<file path="src/rtl/i2c_shift_pkg.sv">
package i2c_shift_pkg;

  typedef struct packed {
    logic load;        // accept a new byte this cycle
    logic shiftData;   // drive next transmit data bit
    logic driveAck;    // drive own acknowledge level (receive)
    logic relSda;      // release SDA on this shift strobe
    logic sampleData;  // shift a received bit in
    logic sampleAck;   // acknowledge slot sampled
    logic txMode;      // latched direction
    logic txLsb;       // latched transmit order
    logic rxLsb;       // latched receive order
    logic ackLvl;      // latched acknowledge level
  } shCtl_t;

endpackage

</file>
<file path="src/rtl/i2c_shift_ctrl.sv">
module i2c_shift_ctrl
  import i2c_shift_pkg::*;
#(
  parameter int DATA_W = 8,
  localparam int CNT_W = $clog2(DATA_W + 1)
) (
  input  logic   clk,
  input  logic   rst,
  input  logic   loadValid,
  input  logic   loadTx,
  input  logic   txLsbFirst,
  input  logic   rxLsbFirst,
  input  logic   ackLevel,
  input  logic   shiftStrobe,
  input  logic   sampleStrobe,
  output shCtl_t ctl,
  output logic   busy,
  output logic   loadErr,
  output logic   byteValid,
  output logic   ackValid
);

  localparam logic [CNT_W-1:0] ACK_SLOT = CNT_W'(DATA_W);

  logic [CNT_W-1:0] slotCnt;
  logic             txModeQ, txLsbQ, rxLsbQ, ackLvlQ;
  logic             acceptLoad, inData, inAck;

  assign acceptLoad = loadValid && !busy;
  assign inData     = busy && (slotCnt < ACK_SLOT);
  assign inAck      = busy && (slotCnt == ACK_SLOT);

  always_comb begin
    ctl            = '0;
    ctl.load       = acceptLoad;
    ctl.shiftData  = shiftStrobe && inData && txModeQ;
    ctl.driveAck   = shiftStrobe && inAck && !txModeQ;
    ctl.relSda     = shiftStrobe && !(ctl.shiftData || ctl.driveAck);
    ctl.sampleData = sampleStrobe && inData && !txModeQ;
    ctl.sampleAck  = sampleStrobe && inAck;
    ctl.txMode     = txModeQ;
    ctl.txLsb      = txLsbQ;
    ctl.rxLsb      = rxLsbQ;
    ctl.ackLvl     = ackLvlQ;
  end

  always_ff @(posedge clk) begin
    if (rst) begin
      busy      <= 1'b0;
      slotCnt   <= '0;
      txModeQ   <= 1'b0;
      txLsbQ    <= 1'b0;
      rxLsbQ    <= 1'b0;
      ackLvlQ   <= 1'b0;
      loadErr   <= 1'b0;
      byteValid <= 1'b0;
      ackValid  <= 1'b0;
    end else begin
      loadErr   <= loadValid && busy;
      byteValid <= 1'b0;
      ackValid  <= 1'b0;
      if (acceptLoad) begin
        busy    <= 1'b1;
        slotCnt <= '0;
        txModeQ <= loadTx;
        txLsbQ  <= txLsbFirst;
        rxLsbQ  <= rxLsbFirst;
        ackLvlQ <= ackLevel;
      end else if (busy && sampleStrobe) begin
        if (slotCnt == ACK_SLOT) begin
          busy    <= 1'b0;
          slotCnt <= '0;
          if (txModeQ) ackValid  <= 1'b1;
          else         byteValid <= 1'b1;
        end else begin
          slotCnt <= slotCnt + 1'b1;
        end
      end
    end
  end

  AST_IDLE_CNT_ZERO: assert property (@(posedge clk) disable iff (rst)
    !busy |-> slotCnt == '0);
  AST_LOAD_STARTS: assert property (@(posedge clk) disable iff (rst)
    (loadValid && !busy) |=> (busy && slotCnt == '0));
  AST_LOAD_DROPPED: assert property (@(posedge clk) disable iff (rst)
    (loadValid && busy && !sampleStrobe) |=> (busy && loadErr));
  AST_DONE_EXCL: assert property (@(posedge clk) disable iff (rst)
    !(byteValid && ackValid));
  AST_DONE_IDLE: assert property (@(posedge clk) disable iff (rst)
    (byteValid || ackValid) |-> !busy);
  AST_CNT_RANGE: assert property (@(posedge clk) disable iff (rst)
    slotCnt <= ACK_SLOT);

endmodule

</file>
<file path="src/rtl/i2c_shift_dp.sv">
module i2c_shift_dp
  import i2c_shift_pkg::*;
#(
  parameter int DATA_W = 8
) (
  input  logic              clk,
  input  logic              rst,
  input  shCtl_t            ctl,
  input  logic [DATA_W-1:0] loadData,
  input  logic              sdaIn,
  output logic              sdaOut,
  output logic [DATA_W-1:0] rxByte,
  output logic              ackBit
);

  logic [DATA_W-1:0] shReg;
  logic [DATA_W-1:0] shNext;
  logic              txBit;

  // transmit bit leaves from the end chosen by the order
  assign txBit = ctl.txLsb ? shReg[0] : shReg[DATA_W-1];

  always_comb begin
    shNext = shReg;
    if (ctl.load) begin
      shNext = loadData;
    end else if (ctl.shiftData) begin
      shNext = ctl.txLsb ? {1'b0, shReg[DATA_W-1:1]}
                         : {shReg[DATA_W-2:0], 1'b0};
    end else if (ctl.sampleData) begin
      // LSB-first enters at the top and walks down; MSB-first enters at the bottom
      shNext = ctl.rxLsb ? {sdaIn, shReg[DATA_W-1:1]}
                         : {shReg[DATA_W-2:0], sdaIn};
    end
  end

  always_ff @(posedge clk) begin
    if (rst) begin
      shReg  <= '0;
      sdaOut <= 1'b1;
      rxByte <= '0;
      ackBit <= 1'b0;
    end else begin
      shReg <= shNext;
      if (ctl.shiftData)     sdaOut <= txBit;
      else if (ctl.driveAck) sdaOut <= ctl.ackLvl;
      else if (ctl.relSda)   sdaOut <= 1'b1;
      if (ctl.sampleAck) begin
        if (ctl.txMode) ackBit <= sdaIn;
        else            rxByte <= shReg;
      end
    end
  end

  AST_SDA_HOLD: assert property (@(posedge clk) disable iff (rst)
    !(ctl.shiftData || ctl.driveAck || ctl.relSda) |=> $stable(sdaOut));
  AST_SDA_RELEASED: assert property (@(posedge clk) disable iff (rst)
    ctl.relSda |=> sdaOut);
  AST_STROBE_ONEHOT: assert property (@(posedge clk) disable iff (rst)
    $onehot0({ctl.shiftData, ctl.driveAck, ctl.relSda}));
  AST_RXBYTE_HOLD: assert property (@(posedge clk) disable iff (rst)
    !ctl.sampleAck |=> $stable(rxByte));

endmodule

</file>
<file path="src/rtl/i2c_byte_shifter.sv">
module i2c_byte_shifter
  import i2c_shift_pkg::*;
#(
  parameter int DATA_W = 8
) (
  input  logic              clk,
  input  logic              rst,
  input  logic              loadValid,
  input  logic [DATA_W-1:0] loadData,
  input  logic              loadTx,
  input  logic              txLsbFirst,
  input  logic              rxLsbFirst,
  input  logic              ackLevel,
  output logic              loadErr,
  output logic              busy,
  input  logic              shiftStrobe,
  input  logic              sampleStrobe,
  input  logic              sdaIn,
  output logic              sdaOut,
  output logic              byteValid,
  output logic [DATA_W-1:0] rxByte,
  output logic              ackValid,
  output logic              ackBit
);

  shCtl_t ctl;

  i2c_shift_ctrl #(.DATA_W(DATA_W)) u_ctrl (
    .clk(clk), .rst(rst),
    .loadValid(loadValid), .loadTx(loadTx),
    .txLsbFirst(txLsbFirst), .rxLsbFirst(rxLsbFirst), .ackLevel(ackLevel),
    .shiftStrobe(shiftStrobe), .sampleStrobe(sampleStrobe),
    .ctl(ctl), .busy(busy), .loadErr(loadErr),
    .byteValid(byteValid), .ackValid(ackValid)
  );

  i2c_shift_dp #(.DATA_W(DATA_W)) u_dp (
    .clk(clk), .rst(rst), .ctl(ctl),
    .loadData(loadData), .sdaIn(sdaIn),
    .sdaOut(sdaOut), .rxByte(rxByte), .ackBit(ackBit)
  );

endmodule

</file>
<file path="config.mk">
export PLATFORM = sky130hd
export DESIGN_NAME = i2c_byte_shifter
export DESIGN_NICKNAME = d
export VERILOG_FILES = /design/src/rtl/i2c_shift_pkg.sv /design/src/rtl/i2c_shift_ctrl.sv /design/src/rtl/i2c_shift_dp.sv /design/src/rtl/i2c_byte_shifter.sv
export SDC_FILE = /design/constraint.sdc
export NUM_CORES = 1
export LEC_CHECK = 0
export BUFFER_PORTS_ARGS = -buffer_cell sky130_fd_sc_hd__buf_2
export CORE_UTILIZATION = 40
export CTS_BUF_LIST = sky130_fd_sc_hd__clkbuf_8
export CTS_CLUSTER_SIZE = 10
export DETAILED_ROUTE_END_ITERATION = 10
export SLEW_MARGIN = 20
export SYNTH_ARGS = -nofsm -noshare
export SYNTH_HDL_FRONTEND = slang
export SYNTH_SLANG_ARGS = --single-unit
</file>
<file path="constraint.sdc">
create_clock -name clk -period 1.5 [get_ports clk]
set_input_delay 0.15 -clock clk [delete_from_list [all_inputs] [get_ports clk]]
set_output_delay 0.15 -clock clk [all_outputs]
set_load 0.1 [all_outputs]
</file>
==> impl_results.html, run 1 <==
<table>
<tr><th>Metric</th><th>Value</th></tr>
<tr><th colspan="2">Global routing</th></tr>
<tr><td>Total Routing Usage GR</td><td>a little under a fifth</td></tr>
<tr><td>Number of antenna violations at the first check in global routing</td><td>0</td></tr>
<tr><td>Number of global-route vias before repair</td><td>roughly 1200</td></tr>
<tr><td>Maximum number of pins on one net before global-route repair</td><td>24</td></tr>
<tr><td>Wire length of the first global-routing pass</td><td>4980 um</td></tr>
<tr><td>Aggregate global routing overflow</td><td>0</td></tr>
<tr><th colspan="2">Drt</th></tr>
<tr><td># DRC</td><td>0</td></tr>
<tr><td>Via/cell ratio</td><td>around 5</td></tr>
<tr><td>Routed WL per cell</td><td>about 14 um</td></tr>
<tr><td>Residual antenna-violating net count after detailed routing</td><td>0</td></tr>
<tr><td>Number of vias in the routed layout</td><td>between 1000 and 1500</td></tr>
<tr><td>Number of DRC markers in iteration 0</td><td>23</td></tr>
<tr><td>Detailed-routing iteration count for the pre-antenna-repair pass</td><td>4</td></tr>
<tr><td>Final WL</td><td>between 3000 and 4000 um</td></tr>
<tr><th colspan="2">Synth</th></tr>
<tr><td>Syn Area/Cell</td><td>9.82 um^2</td></tr>
<tr><td>Share of synthesized flip-flops with an asynchronous set or reset</td><td>0%</td></tr>
<tr><td>Number of warnings reported in the yosys synthesis log</td><td>0</td></tr>
<tr><td>Synth unique cells</td><td>33</td></tr>
<tr><td>Number of flops mapped to enable cells by yosys</td><td>0</td></tr>
<tr><td>Combined area of all synthesized cells</td><td>0.00141 mm^2</td></tr>
<tr><td>Post-synthesis cell count</td><td>about 140</td></tr>
<tr><td>Fraction of the yosys area taken by sequential cells</td><td>roughly 42%</td></tr>
<tr><td>Most instantiated flip-flop cell in the synthesis netlist</td><td>sky130_fd_sc_hd__dfxtp_1</td></tr>
<tr><td>Net count of the mapped netlist</td><td>164</td></tr>
<tr><td>Yosys reg bits</td><td>30</td></tr>
<tr><th colspan="2">Worst setup path</th></tr>
<tr><td>Levels on crit path</td><td>7</td></tr>
<tr><td>FF-to-FF path depth</td><td>7</td></tr>
<tr><td>Largest stage delay on the critical path</td><td>0.33 ns</td></tr>
<tr><td>Worst path arrival time</td><td>1.61 ns</td></tr>
<tr><td>Worst setup path class</td><td>reg2reg</td></tr>
<tr><td>Worst-path fanout max</td><td>5</td></tr>
<tr><td>Capturing element type of the critical path</td><td>flip-flop</td></tr>
<tr><td>CP Buf/Inv Count</td><td>2</td></tr>
<tr><td>Crit start category</td><td>flip-flop</td></tr>
<tr><td>Top cell family by delay on the critical path</td><td>simple AND/OR/NAND/NOR gates</td></tr>
<tr><td>Critical path's slowest cell</td><td>sky130_fd_sc_hd__dfxtp_2</td></tr>
<tr><td>Cells along the critical path</td><td>inv_1 &gt; ha_1 &gt; nand3b_1 &gt; nor3_2 &gt; buf_4 &gt; mux2i_1 &gt; nor2_1</td></tr>
<tr><td>Required time reported for the critical path endpoint</td><td>1.65 ns</td></tr>
<tr><th colspan="2">Clock network</th></tr>
<tr><td>Clock latency at the later pin of the worst-skew pair</td><td>between 0.2 and 0.3 ns</td></tr>
<tr><td>Clock sink count</td><td>30</td></tr>
<tr><td>Number of levels in the clock H-tree</td><td>2</td></tr>
<tr><td>Clock transition at path regs</td><td>around 0.06 ns</td></tr>
<tr><td>Number of buffers added by the clock tree synthesis step</td><td>5</td></tr>
<tr><td>Clk root buf</td><td>sky130_fd_sc_hd__clkbuf_8</td></tr>
<tr><td>CTS tree</td><td>yes</td></tr>
<tr><td>CTS Hold Buffers Added</td><td>0</td></tr>
<tr><td>Clk buf depth</td><td>2</td></tr>
<tr><th colspan="2">Final layout</th></tr>
<tr><td>Share of post-route cells with drive strength above 1</td><td>around 38%</td></tr>
<tr><td>Final cell utilization of the core</td><td>54.2%</td></tr>
<tr><td>Most used cells in the layout excluding fill and tap cells</td><td>sky130_fd_sc_hd__buf_2 (31), sky130_fd_sc_hd__dfxtp_1 (26), sky130_fd_sc_hd__mux2i_1 (17), sky130_fd_sc_hd__nor2_1 (16), sky130_fd_sc_hd__buf_4 (14)</td></tr>
<tr><td>Antenna Diode Count</td><td>0</td></tr>
<tr><td>Final Net Count</td><td>~210</td></tr>
<tr><td>Fill cell total of the finished layout</td><td>333</td></tr>
<tr><td>Area added between synthesis and finish</td><td>28.9%</td></tr>
<tr><td>Leading cell type in the layout, fill and taps excluded</td><td>sky130_fd_sc_hd__buf_2</td></tr>
<tr><th colspan="2">STA</th></tr>
<tr><td>Max transition margin</td><td>67.2%</td></tr>
<tr><td>Unrepaired setup endpoints after global routing</td><td>yes</td></tr>
<tr><td>Final Slew Violations</td><td>0</td></tr>
<tr><td>Period utilisation layout</td><td>97.2%</td></tr>
<tr><td>Final WS setup</td><td>approximately 0.042 ns</td></tr>
<tr><td>Maximum frequency from static timing analysis</td><td>slightly below 700 MHz</td></tr>
<tr><td>Hold Violations, Final</td><td>0</td></tr>
<tr><td>Setup skew after layout</td><td>a little over 0.006 ns</td></tr>
<tr><td>Worst-Margin Slew</td><td>a little under 0.5 ns</td></tr>
<tr><td>Final critical-path required period</td><td>around 1.5 ns</td></tr>
<tr><td>Setup-failing EPs final</td><td>0</td></tr>
<tr><th colspan="2">Placed design</th></tr>
<tr><td>Detailed placer's ending HPWL</td><td>roughly 2200 um</td></tr>
<tr><td>Worst setup slack after placement</td><td>between 0.04 and 0.05 ns</td></tr>
<tr><td>Input/output buffers</td><td>31</td></tr>
<tr><td>Last weighted congestion value of the routability-driven placer</td><td>0.766</td></tr>
<tr><th colspan="2">Floorplanning</th></tr>
<tr><td>Full die area</td><td>approximately 0.0038 mm^2</td></tr>
<tr><td>Die height</td><td>~61 um</td></tr>
<tr><td>Initial standard-cell utilization of the core</td><td>42.0%</td></tr>
<tr><td>X dimension of the die</td><td>around 61 um</td></tr>
<tr><td>Area inside the core boundary</td><td>0.00336 mm^2</td></tr>
<tr><td>I/O pin total</td><td>32</td></tr>
<tr><td>Placement row count</td><td>21</td></tr>
<tr><th colspan="2">Flow run</th></tr>
<tr><td>Max-cap violation count</td><td>0</td></tr>
<tr><th colspan="2">Power</th></tr>
<tr><td>Leakage</td><td>0.785 nW</td></tr>
<tr><td>Overall power</td><td>0.00177 W</td></tr>
<tr><td>P per Cell Area</td><td>roughly 970 mW/mm^2</td></tr>
<tr><td>Max IR drop VDD</td><td>approximately 560 uV</td></tr>
<tr><th colspan="2">Run status</th></tr>
<tr><td>Result of the run</td><td>finished, final reports clean</td></tr>
<tr><th colspan="2">Worst hold path</th></tr>
<tr><td>Min-Delay Path Depth</td><td>3</td></tr>
<tr><td>Worst min-delay path category</td><td>in2reg</td></tr>
</table>
area by class of cell:
class	instances	area, um^2	area share (%)
clock buffer	6	82.6	4.53
clock inverter	2	8.76	0.480
multi-input combinational	101	768	42.1
timing repair buffer	46	280	15.4
inverter	4	15.0	0.824
tap	46	57.6	3.16
sequential	30	611	33.5
registers in the layout, summed over array words and instances (netlist names):
signal / count
u_ctrl.slotCnt: 4
u_dp.sdaOut: 1
u_dp.rxByte: 8
u_ctrl.byteValid: 1
u_ctrl.ackValid: 1
u_ctrl.rxLsbQ: 1
u_ctrl.busy: 1
u_ctrl.txLsbQ: 1
u_ctrl.loadErr: 1
u_ctrl.txModeQ: 1
u_dp.shReg: 8
u_ctrl.ackLvlQ: 1
u_dp.ackBit: 1
through the flow:
step	setup TNS, ns	hold slack, ns	instances	instance area [um^2]
after floorplan	-0.243	0.286	144	1420
after global placement	0	0.392	224	1710
after detailed placement	0	0.405	224	1710
after CTS	0	0.111	232	1800
after global routing	-0.315	0.110	235	1820
final	0	0.107	235	1820
report_power, final:
part	total, W	switching, W	leakage, nW	internal [W]
Sequential	0.000859	0.0000340	0.247	0.000825
Combinational	0.000248	0.000137	0.487	0.000111
Clock	0.000660	0.000297	0.0524	0.000363
Total	0.00177	0.000468	0.785	0.00130
synth_stat cells, types with 2 or more instances:
| master | count | area [um^2] |
|---|---|---|
| sky130_fd_sc_hd__dfxtp_1 | 30 | 601 |
| sky130_fd_sc_hd__mux2i_1 | 17 | 170 |
| sky130_fd_sc_hd__nor2_1 | 16 | 60.1 |
| sky130_fd_sc_hd__nand2_1 | 11 | 41.3 |
| sky130_fd_sc_hd__a211oi_1 | 7 | 52.6 |
| sky130_fd_sc_hd__a21oi_1 | 7 | 35.0 |
| sky130_fd_sc_hd__a211oi_2 | 6 | 75.1 |
| sky130_fd_sc_hd__and2_1 | 6 | 37.5 |
| sky130_fd_sc_hd__clkbuf_1 | 6 | 22.5 |
| sky130_fd_sc_hd__inv_1 | 4 | 15.0 |
| sky130_fd_sc_hd__nand2b_1 | 4 | 25.0 |
| sky130_fd_sc_hd__nor3_1 | 4 | 20.0 |
| sky130_fd_sc_hd__ha_1 | 2 | 25.0 |
| sky130_fd_sc_hd__nor2b_1 | 2 | 12.5 |
| sky130_fd_sc_hd__o32ai_2 | 2 | 32.5 |
| sky130_fd_sc_hd__or3_1 | 2 | 12.5 |
| sky130_fd_sc_hd__xor2_1 | 2 | 17.5 |
worst reg2reg max path, cell delays in order, from the launching register on:
cell and delay, ns:
sky130_fd_sc_hd__dfxtp_2 0.33, sky130_fd_sc_hd__inv_1 0.05, sky130_fd_sc_hd__ha_1 0.13, sky130_fd_sc_hd__nand3b_1 0.14
sky130_fd_sc_hd__nor3_2 0.20, sky130_fd_sc_hd__buf_4 0.22, sky130_fd_sc_hd__mux2i_1 0.20, sky130_fd_sc_hd__nor2_1 0.06
worst paths after layout:
path                             startpoint                     endpoint  slack, ns
max reg2reg  u_ctrl.slotCnt[1]$_SDFFE_PP0P_  u_dp.rxByte[0]$_SDFFE_PP0P_       0.04
min reg2reg     u_ctrl.ackLvlQ$_SDFFE_PP0P_  u_ctrl.ackLvlQ$_SDFFE_PP0P_       0.48
max          u_ctrl.slotCnt[1]$_SDFFE_PP0P_  u_dp.rxByte[0]$_SDFFE_PP0P_       0.04
min                                  loadTx  u_ctrl.txModeQ$_SDFFE_PP0P_       0.11
kinds of logic (layout without fill, tap and decap cells):
| kind of cell | Yosys count | count (layout) | synth area share, % |
|---|---|---|---|
| xor+xnor | 3 | 3 | 1.86 |
| compound gates | 26 | 26 | 16.2 |
| buf+inv | 13 | 58 | 3.80 |
| flops | 30 | 30 | 42.5 |
| fa+ha+maj | 2 | 2 | 1.77 |
| simple gates | 52 | 52 | 20.3 |
| mux | 18 | 18 | 13.6 |
per-layer routing:
| metal | track usage, % | vias up | part of all wire, % |
|---|---|---|---|
| met5 | 0 | - | 0 |
| met4 | 8.57 | 0 | 1.9 |
| met3 | 3.78 | 8 | 3.2 |
| met2 | 31.7 | 26 | 49 |
| met1 | 21.3 | 568 | 46 |
| li1 | - | 593 | - |
repair_timing:
| action | 4_1_cts | 5_1_grt |
|---|---|---|
| setup buffers | 0 | 3 |
| setup endpoints to repair | 0 | 13 |
| gates resized for setup | 0 | 8 |
(Power assumes the default switching activity.)
==> run 2, diff against run 1 <==
Settings changed: ABC_AREA from default to 1, CORE_MARGIN from default to 5, CORE_UTILIZATION 40 to 51, PLACE_DENSITY from default to 0.78.
==> impl_results.html, run 2 <==
<table>
<tr><th>Metric</th><th>Value</th></tr>
<tr><th colspan="2">Synth</th></tr>
<tr><td>Most area-consuming cells after synthesis</td><td>sky130_fd_sc_hd__dfxtp_1 (39%), sky130_fd_sc_hd__nand2_1 (15%), sky130_fd_sc_hd__o21ai_0 (8.4%)</td></tr>
<tr><td>Combined area of all synthesized cells</td><td>0.00155 mm^2</td></tr>
<tr><td>Area share of the largest cell type after synthesis</td><td>a little under 40%</td></tr>
<tr><td>Synth unique cells</td><td>29</td></tr>
<tr><td>Syn Area/Cell</td><td>between 6 and 7 um^2</td></tr>
<tr><td>Most instantiated flip-flop cell in the synthesis netlist</td><td>sky130_fd_sc_hd__dfxtp_1</td></tr>
<tr><td>Number of warnings reported in the yosys synthesis log</td><td>0</td></tr>
<tr><td>Share of synthesized flip-flops with an asynchronous set or reset</td><td>0%</td></tr>
<tr><td>Net count of the mapped netlist</td><td>251</td></tr>
<tr><td>Number of flops mapped to enable cells by yosys</td><td>0</td></tr>
<tr><td>Post-synthesis cell count</td><td>about 230</td></tr>
<tr><td>Fraction of the yosys area taken by sequential cells</td><td>38.7%</td></tr>
<tr><td>Ranking of synthesized cells by instance count</td><td>sky130_fd_sc_hd__nand2_1 (63), sky130_fd_sc_hd__dfxtp_1 (30), sky130_fd_sc_hd__o21ai_0 (26), sky130_fd_sc_hd__inv_1 (23), sky130_fd_sc_hd__a21oi_1 (19)</td></tr>
<tr><td>Yosys reg bits</td><td>30</td></tr>
<tr><td>Most used standard cell by instance count after synthesis</td><td>sky130_fd_sc_hd__nand2_1</td></tr>
<tr><td>Post-synth top area cell</td><td>sky130_fd_sc_hd__dfxtp_1</td></tr>
<tr><th colspan="2">Worst setup path</th></tr>
<tr><td>FF-to-FF path depth</td><td>8</td></tr>
<tr><td>Internal reg-to-reg setup slack</td><td>0.1 ns</td></tr>
<tr><td>Worst setup path class</td><td>reg2reg</td></tr>
<tr><td>Crit start category</td><td>flip-flop</td></tr>
<tr><td>Required time reported for the critical path endpoint</td><td>1.70 ns</td></tr>
<tr><td>Worst-path fanout max</td><td>6</td></tr>
<tr><td>Launching point of the worst reg2reg path</td><td>u_ctrl.slotCnt[1]$_SDFFE_PP0P_</td></tr>
<tr><td>Capturing element type of the critical path</td><td>flip-flop</td></tr>
<tr><td>R2r endpoint</td><td>u_ctrl.busy$_SDFFE_PP0P_</td></tr>
<tr><td>Worst path arrival time</td><td>1.60 ns</td></tr>
<tr><th colspan="2">Flow run</th></tr>
<tr><td>Max-cap violation count</td><td>0</td></tr>
<tr><th colspan="2">Floorplanning</th></tr>
<tr><td>Die height</td><td>65.2 um</td></tr>
<tr><td>X dimension of the die</td><td>about 65 um</td></tr>
<tr><td>Placement row count</td><td>20</td></tr>
<tr><td>I/O pin total</td><td>32</td></tr>
<tr><td>Full die area</td><td>approximately 0.0042 mm^2</td></tr>
<tr><td>Area inside the core boundary</td><td>just under 0.003 mm^2</td></tr>
<tr><td>Initial standard-cell utilization of the core</td><td>around 52%</td></tr>
<tr><th colspan="2">Global routing</th></tr>
<tr><td>Maximum number of pins on one net before global-route repair</td><td>18</td></tr>
<tr><td>Wire length of the first global-routing pass</td><td>around 6000 um</td></tr>
<tr><td>Number of antenna violations at the first check in global routing</td><td>0</td></tr>
<tr><td>Aggregate global routing overflow</td><td>0</td></tr>
<tr><td>Number of global-route vias before repair</td><td>around 1400</td></tr>
<tr><td>Total Routing Usage GR</td><td>around 18%</td></tr>
<tr><th colspan="2">STA</th></tr>
<tr><td>Setup-failing EPs final</td><td>0</td></tr>
<tr><td>Maximum frequency from static timing analysis</td><td>~700 MHz</td></tr>
<tr><td>Hold Violations, Final</td><td>0</td></tr>
<tr><td>Worst-Margin Slew</td><td>0.489 ns</td></tr>
<tr><td>Setup skew after layout</td><td>between 0.002 and 0.003 ns</td></tr>
<tr><td>Max transition margin</td><td>about two thirds</td></tr>
<tr><td>Final Slew Violations</td><td>0</td></tr>
<tr><td>Final critical-path required period</td><td>1.40 ns</td></tr>
<tr><td>Period utilisation layout</td><td>93.5%</td></tr>
<tr><td>Final WS setup</td><td>between 0.09 and 0.1 ns</td></tr>
<tr><th colspan="2">Drt</th></tr>
<tr><td>Number of DRC markers in iteration 0</td><td>roughly 100</td></tr>
<tr><td>Final WL</td><td>about 3600 um</td></tr>
<tr><td>Number of vias in the routed layout</td><td>between 1500 and 2000</td></tr>
<tr><td>Residual antenna-violating net count after detailed routing</td><td>0</td></tr>
<tr><td>Via/cell ratio</td><td>a little over 5</td></tr>
<tr><td>Routed WL per cell</td><td>about 12 um</td></tr>
<tr><td># DRC</td><td>0</td></tr>
<tr><td>Detailed-routing iteration count for the pre-antenna-repair pass</td><td>4</td></tr>
<tr><th colspan="2">Placed design</th></tr>
<tr><td>Instance count after placement with tap cells included</td><td>approximately 290</td></tr>
<tr><td>Input/output buffers</td><td>31</td></tr>
<tr><td>Last weighted congestion value of the routability-driven placer</td><td>between 0.8 and 0.9</td></tr>
<tr><td>Worst setup slack after placement</td><td>0.0745 ns</td></tr>
<tr><td>Detailed placer's ending HPWL</td><td>2500 um</td></tr>
<tr><th colspan="2">Power</th></tr>
<tr><td>Sequential share of power</td><td>between 40% and 50%</td></tr>
<tr><td>Net switching power</td><td>roughly 0.00054 W</td></tr>
<tr><td>Max IR drop VDD</td><td>around 550 uV</td></tr>
<tr><td>Combinational power share</td><td>between 10% and 20%</td></tr>
<tr><td>Switching portion of total power</td><td>29.3%</td></tr>
<tr><td>P per Cell Area</td><td>roughly 1000 mW/mm^2</td></tr>
<tr><td>Int Power</td><td>between 0.001 and 0.0015 W</td></tr>
<tr><td>Clock share of power</td><td>36.2%</td></tr>
<tr><td>Leakage</td><td>between 0.8 and 0.9 nW</td></tr>
<tr><th colspan="2">Clock network</th></tr>
<tr><td>Clock sink count</td><td>30</td></tr>
<tr><td>Number of levels in the clock H-tree</td><td>2</td></tr>
<tr><td>Clock latency at the later pin of the worst-skew pair</td><td>~0.28 ns</td></tr>
<tr><td>Number of buffers added by the clock tree synthesis step</td><td>5</td></tr>
<tr><td>Clock transition at path regs</td><td>roughly 0.060 ns</td></tr>
<tr><td>Clk root buf</td><td>sky130_fd_sc_hd__clkbuf_8</td></tr>
<tr><td>CTS tree</td><td>yes</td></tr>
<tr><td>Clk buf depth</td><td>2</td></tr>
<tr><td>CTS Hold Buffers Added</td><td>0</td></tr>
<tr><th colspan="2">Final layout</th></tr>
<tr><td>Antenna Diode Count</td><td>0</td></tr>
<tr><td>Most used cells in the layout excluding fill and tap cells</td><td>sky130_fd_sc_hd__nand2_1 (62), sky130_fd_sc_hd__buf_2 (31), sky130_fd_sc_hd__dfxtp_1 (28), sky130_fd_sc_hd__o21ai_0 (26), sky130_fd_sc_hd__inv_1 (24)</td></tr>
<tr><td>Leading cell type in the layout, fill and taps excluded</td><td>sky130_fd_sc_hd__nand2_1</td></tr>
<tr><td>Share of post-route cells with drive strength above 1</td><td>between 20% and 30%</td></tr>
<tr><td>Final Net Count</td><td>around 280</td></tr>
<tr><td>Area added between synthesis and finish</td><td>18.0%</td></tr>
<tr><td>Largest registers in the final layout</td><td>u_dp.rxByte (8), u_dp.shReg (8), u_ctrl.slotCnt (4)</td></tr>
<tr><td>Cell Count, Final, Fillers Out</td><td>~300</td></tr>
<tr><th colspan="2">Worst hold path</th></tr>
<tr><td>Hold endpoint</td><td>u_ctrl.txLsbQ$_SDFFE_PP0P_</td></tr>
<tr><td>Min-delay src</td><td>txLsbFirst</td></tr>
<tr><td>Min-Delay Path Depth</td><td>3</td></tr>
<tr><td>Worst min-delay path category</td><td>in2reg</td></tr>
<tr><th colspan="2">Run status</th></tr>
<tr><td>Result of the run</td><td>finished, final reports clean</td></tr>
</table>
## run 2: kinds of logic (layout without fill, tap and decap cells)
group | after synthesis | in the layout | share of synthesized area, %
DFF | 30 | 30 | 38.7
adders and majority gates | 2 | 2 | 1.61
xor gates and xnor gates | 1 | 1 | 0.564
AOI/OAI and AO/OA | 48 | 48 | 16.0
buffers and inverters | 37 | 71 | 11.1
and+or+nand+nor | 113 | 113 | 32.1
## run 2: critical path: stages (launching register included)
cell and delay, ns:
sky130_fd_sc_hd__dfxtp_1 0.36, sky130_fd_sc_hd__inv_1 0.07, sky130_fd_sc_hd__ha_1 0.18, sky130_fd_sc_hd__nand2_1 0.08
sky130_fd_sc_hd__nor2_2 0.05, sky130_fd_sc_hd__nand2_2 0.13, sky130_fd_sc_hd__clkinvlp_4 0.16, sky130_fd_sc_hd__buf_4 0.15
sky130_fd_sc_hd__a211oi_1 0.14
## run 2: how the worst max path moves through the flow
stage                                         from                           to  slack, ns  depth (start not counted)
floorplan                 u_ctrl.busy$_SDFFE_PP0P_   u_dp.shReg[7]$_SDFFE_PP0P_       0.14                          8
global placement          u_ctrl.busy$_SDFFE_PP0P_   u_dp.shReg[5]$_SDFFE_PP0P_       0.13                          6
detailed placement  u_ctrl.slotCnt[1]$_SDFFE_PP0P_  u_dp.rxByte[3]$_SDFFE_PP0P_       0.07                          9
CTS                 u_ctrl.slotCnt[1]$_SDFFE_PP0P_  u_dp.rxByte[3]$_SDFFE_PP0P_       0.06                          9
global route        u_ctrl.slotCnt[0]$_SDFFE_PP0P_     u_ctrl.busy$_SDFFE_PP0P_     -0.003                          8
finish              u_ctrl.slotCnt[1]$_SDFFE_PP0P_     u_ctrl.busy$_SDFFE_PP0P_        0.1                          8
## run 2: timing repair
action,4_1_cts,5_1_grt
setup endpoints to repair,0,14
gates resized for setup,0,6
hold endpoints to repair,0,0
buffers inserted,0,1
## run 2: final cells by class
type,count,area (um^2)
clock buffer,6,82.6
clock inverter,2,8.76
fill,295,1150
inverter,27,104
multi-input combinational,164,797
sequential,30,606
tap,33,41.3
timing repair buffer,35,185
timing repair inverter,1,7.51
## run 2: through the flow
stage | cell area, um^2 | total power, W | TNS (ns) | hold WS, ns | util (%)
2_1_floorplan | 1560 | 0.00111 | 0 | 0.219 | -
3_3_place_gp | 1700 | 0.00118 | 0 | 0.404 | 57.2
3_5_place_dp | 1700 | 0.00118 | 0 | 0.410 | 57.2
4_1_cts | 1800 | 0.00184 | 0 | 0.114 | 60.3
5_1_grt | 1830 | 0.00194 | -0.00340 | 0.132 | 61.5
6_report | 1830 | 0.00184 | 0 | 0.114 | 61.5
## run 2: metal layers
metal,up-vias,track usage (%),wire [um]
met5,-,0,0
met4,0,7.77,65
met3,8,5.30,224
met2,38,29.5,1670
met1,686,21.8,1610
li1,811,-,-
## run 2: power groups by stage
stage	Clock, W	Sequential, W	Combinational, W
3_3_place_gp	0	0.000901	0.000278
6_report	0.000664	0.000885	0.000289
3_5_place_dp	0	0.000901	0.000282
4_1_cts	0.000675	0.000884	0.000284
2_1_floorplan	0	0.000902	0.000210
5_1_grt	0.000721	0.000890	0.000331
==> run 3, diff against run 2 <==
Settings changed: REMOVE_ABC_BUFFERS from default to 1.
==> impl_results.html, run 3 (synthesis results as in run 2) <==
<table>
<tr><th>Metric</th><th>Value</th></tr>
<tr><th colspan="2">Floorplanning</th></tr>
<tr><td>Die height</td><td>between 60 and 70 um</td></tr>
<tr><td>Area inside the core boundary</td><td>approximately 0.0030 mm^2</td></tr>
<tr><td>Placement row count</td><td>20</td></tr>
<tr><td>Full die area</td><td>0.00425 mm^2</td></tr>
<tr><td>Initial standard-cell utilization of the core</td><td>between 50% and 60%</td></tr>
<tr><td>X dimension of the die</td><td>~65 um</td></tr>
<tr><td>I/O pin total</td><td>32</td></tr>
<tr><th colspan="2">STA</th></tr>
<tr><td>Worst hold margin</td><td>between 0.1 and 0.15 ns</td></tr>
<tr><td>Total negative slack for setup checks</td><td>0 ns</td></tr>
<tr><td>Final critical-path required period</td><td>approximately 1.4 ns</td></tr>
<tr><td>Final Slew Violations</td><td>0</td></tr>
<tr><td>Hold Violations, Final</td><td>0</td></tr>
<tr><td>Worst-Margin Slew</td><td>between 0.4 and 0.5 ns</td></tr>
<tr><td>Maximum frequency from static timing analysis</td><td>~720 MHz</td></tr>
<tr><td>Setup-failing EPs final</td><td>0</td></tr>
<tr><td>Period utilisation layout</td><td>93.2%</td></tr>
<tr><td>Setup skew after layout</td><td>roughly 0.0025 ns</td></tr>
<tr><td>Max transition margin</td><td>about two thirds</td></tr>
<tr><th colspan="2">Drt</th></tr>
<tr><td>Routed WL per cell</td><td>approximately 12 um</td></tr>
<tr><td>Number of DRC markers in iteration 0</td><td>roughly 110</td></tr>
<tr><td>Number of vias in the routed layout</td><td>1498</td></tr>
<tr><td>Detailed-routing iteration count for the pre-antenna-repair pass</td><td>4</td></tr>
<tr><td>Final WL</td><td>~3400 um</td></tr>
<tr><td># DRC</td><td>0</td></tr>
<tr><td>Via/cell ratio</td><td>5.06</td></tr>
<tr><td>Residual antenna-violating net count after detailed routing</td><td>0</td></tr>
<tr><th colspan="2">Final layout</th></tr>
<tr><td>Fill cell total of the finished layout</td><td>295</td></tr>
<tr><td>Largest registers in the final layout</td><td>u_dp.rxByte (8), u_dp.shReg (8), u_ctrl.slotCnt (4)</td></tr>
<tr><td>Antenna Diode Count</td><td>0</td></tr>
<tr><td>Area added between synthesis and finish</td><td>17.0%</td></tr>
<tr><td>Most used cells in the layout excluding fill and tap cells</td><td>sky130_fd_sc_hd__nand2_1 (63), sky130_fd_sc_hd__buf_2 (31), sky130_fd_sc_hd__dfxtp_1 (30), sky130_fd_sc_hd__o21ai_0 (26), sky130_fd_sc_hd__inv_1 (25)</td></tr>
<tr><td>Total non-filler cell area in the finished layout</td><td>approximately 0.0018 mm^2</td></tr>
<tr><td>Share of post-route cells with drive strength above 1</td><td>20.2%</td></tr>
<tr><td>Cell Count, Final, Fillers Out</td><td>296</td></tr>
<tr><td>Final Net Count</td><td>about 280</td></tr>
<tr><td>Leading cell type in the layout, fill and taps excluded</td><td>sky130_fd_sc_hd__nand2_1</td></tr>
<tr><th colspan="2">Power</th></tr>
<tr><td>Int Power</td><td>0.00141 W</td></tr>
<tr><td>Leakage</td><td>0.861 nW</td></tr>
<tr><td>Overall power</td><td>roughly 0.0019 W</td></tr>
<tr><td>Max IR drop VDD</td><td>approximately 800 uV</td></tr>
<tr><td>Clock share of power</td><td>roughly two fifths</td></tr>
<tr><td>Sequential share of power</td><td>between 40% and 50%</td></tr>
<tr><td>P per Cell Area</td><td>about 1100 mW/mm^2</td></tr>
<tr><td>Combinational power share</td><td>between 10 and 15%</td></tr>
<tr><td>Net switching power</td><td>0.000523 W</td></tr>
<tr><td>Switching portion of total power</td><td>between 20% and 30%</td></tr>
<tr><th colspan="2">Placed design</th></tr>
<tr><td>Instance count after placement with tap cells included</td><td>287</td></tr>
<tr><td>Last weighted congestion value of the routability-driven placer</td><td>around 0.87</td></tr>
<tr><td>Detailed placer's ending HPWL</td><td>2490 um</td></tr>
<tr><td>Input/output buffers</td><td>31</td></tr>
<tr><td>Dpl cell area</td><td>0.00169 mm^2</td></tr>
<tr><th colspan="2">Clock network</th></tr>
<tr><td>Number of buffers added by the clock tree synthesis step</td><td>5</td></tr>
<tr><td>Clock transition at path regs</td><td>around 0.06 ns</td></tr>
<tr><td>Clk buf depth</td><td>2</td></tr>
<tr><td>CTS tree</td><td>yes</td></tr>
<tr><td>Clock latency at the later pin of the worst-skew pair</td><td>about 0.28 ns</td></tr>
<tr><td>Number of levels in the clock H-tree</td><td>2</td></tr>
<tr><td>Clk root buf</td><td>sky130_fd_sc_hd__clkbuf_8</td></tr>
<tr><td>Clock sink count</td><td>30</td></tr>
<tr><td>CTS Hold Buffers Added</td><td>0</td></tr>
<tr><th colspan="2">Worst setup path</th></tr>
<tr><td>Worst path arrival time</td><td>roughly 1.6 ns</td></tr>
<tr><td>Worst setup path class</td><td>reg2reg</td></tr>
<tr><td>Internal reg-to-reg setup slack</td><td>approximately 0.10 ns</td></tr>
<tr><td>Capturing element type of the critical path</td><td>flip-flop</td></tr>
<tr><td>Crit start category</td><td>flip-flop</td></tr>
<tr><td>Required time reported for the critical path endpoint</td><td>1.69 ns</td></tr>
<tr><td>Worst-path fanout max</td><td>12</td></tr>
<tr><th colspan="2">Worst hold path</th></tr>
<tr><td>Worst min-delay path category</td><td>in2reg</td></tr>
<tr><th colspan="2">Global routing</th></tr>
<tr><td>Maximum number of pins on one net before global-route repair</td><td>18</td></tr>
<tr><td>Wire length of the first global-routing pass</td><td>slightly below 6000 um</td></tr>
<tr><td>Aggregate global routing overflow</td><td>0</td></tr>
<tr><td>Number of antenna violations at the first check in global routing</td><td>0</td></tr>
<tr><td>Total Routing Usage GR</td><td>between 10% and 20%</td></tr>
<tr><td>Number of global-route vias before repair</td><td>1284</td></tr>
<tr><th colspan="2">Run status</th></tr>
<tr><td>Result of the run</td><td>finished, final reports clean</td></tr>
<tr><th colspan="2">Flow run</th></tr>
<tr><td>Max-cap violation count</td><td>0</td></tr>
</table>
run 3: cell types whose count changed in the layout (fill, tap and decap cells not counted), sizes merged:
| cell | previous run | this run |
|---|---|---|
| clkinv | 2 | 1 |
| bufinv | 0 | 1 |
| clkbuf | 6 | 5 |
| inv | 27 | 28 |
| buf | 35 | 34 |
| clkinvlp | 1 | 0 |
run 3: cell type report:
type	instances	area [um^2]	share of cell area [%]
Clock inverter	3	37.5	2.07
Multi-Input combinational cell	164	787	43.3
Inverter	27	104	5.72
Sequential cell	30	601	33.1
Timing Repair Buffer	34	178	9.78
Tap cell	33	41.3	2.27
Clock buffer	5	68.8	3.79
run 3: worst max-delay path, cell delays in order (launching register included):
cell                       delay (ns)
sky130_fd_sc_hd__dfxtp_1         0.40
sky130_fd_sc_hd__inv_1           0.08
sky130_fd_sc_hd__ha_1            0.18
sky130_fd_sc_hd__nand2_1         0.08
sky130_fd_sc_hd__nor2_2          0.05
sky130_fd_sc_hd__nand2_1         0.12
sky130_fd_sc_hd__inv_4           0.08
sky130_fd_sc_hd__buf_4           0.14
sky130_fd_sc_hd__a211oi_1        0.19
run 3: final timing paths:
kind | startpoint | to | cells after the start
max reg2reg | u_ctrl.slotCnt[1]$_SDFFE_PP0P_ | u_ctrl.busy$_SDFFE_PP0P_ | 8
min | txLsbFirst | u_ctrl.txLsbQ$_SDFFE_PP0P_ | 3
min reg2reg | u_dp.rxByte[6]$_SDFFE_PP0P_ | u_dp.rxByte[6]$_SDFFE_PP0P_ | 2
max | u_ctrl.slotCnt[1]$_SDFFE_PP0P_ | u_ctrl.busy$_SDFFE_PP0P_ | 8
run 3: metal layers:
layer	up-vias	share of wire, %	global-route usage [%]
li1	809	-	-
met1	642	47	23.6
met2	41	44	25.5
met3	6	7.4	6.84
met4	0	1.3	6.22
met5	-	0	0
run 3: metrics by stage:
stage                     utilization (%)  setup WS, ns
after detailed placement             56.8        0.0455
after CTS                            60.4        0.0365
after global routing                 61.0       -0.0184
after floorplan                         -        -0.440
final                                61.0         0.102
after global placement               56.8        0.0825
run 3: repair_timing:
item                       in CTS  in global routing
setup endpoints to repair       0                 10
buffers inserted                0                  1
resized for setup               0                  3
run 3: power by group through the flow:
| stage | registers (W) | clock network, W | logic [W] |
|---|---|---|---|
| 2_1_floorplan | 0.000913 | 0 | 0.000177 |
| 3_3_place_gp | 0.000906 | 0 | 0.000272 |
| 3_5_place_dp | 0.000906 | 0 | 0.000275 |
| 4_1_cts | 0.000888 | 0.000787 | 0.000276 |
| 5_1_grt | 0.000898 | 0.000832 | 0.000323 |
| 6_report | 0.000890 | 0.000773 | 0.000274 |
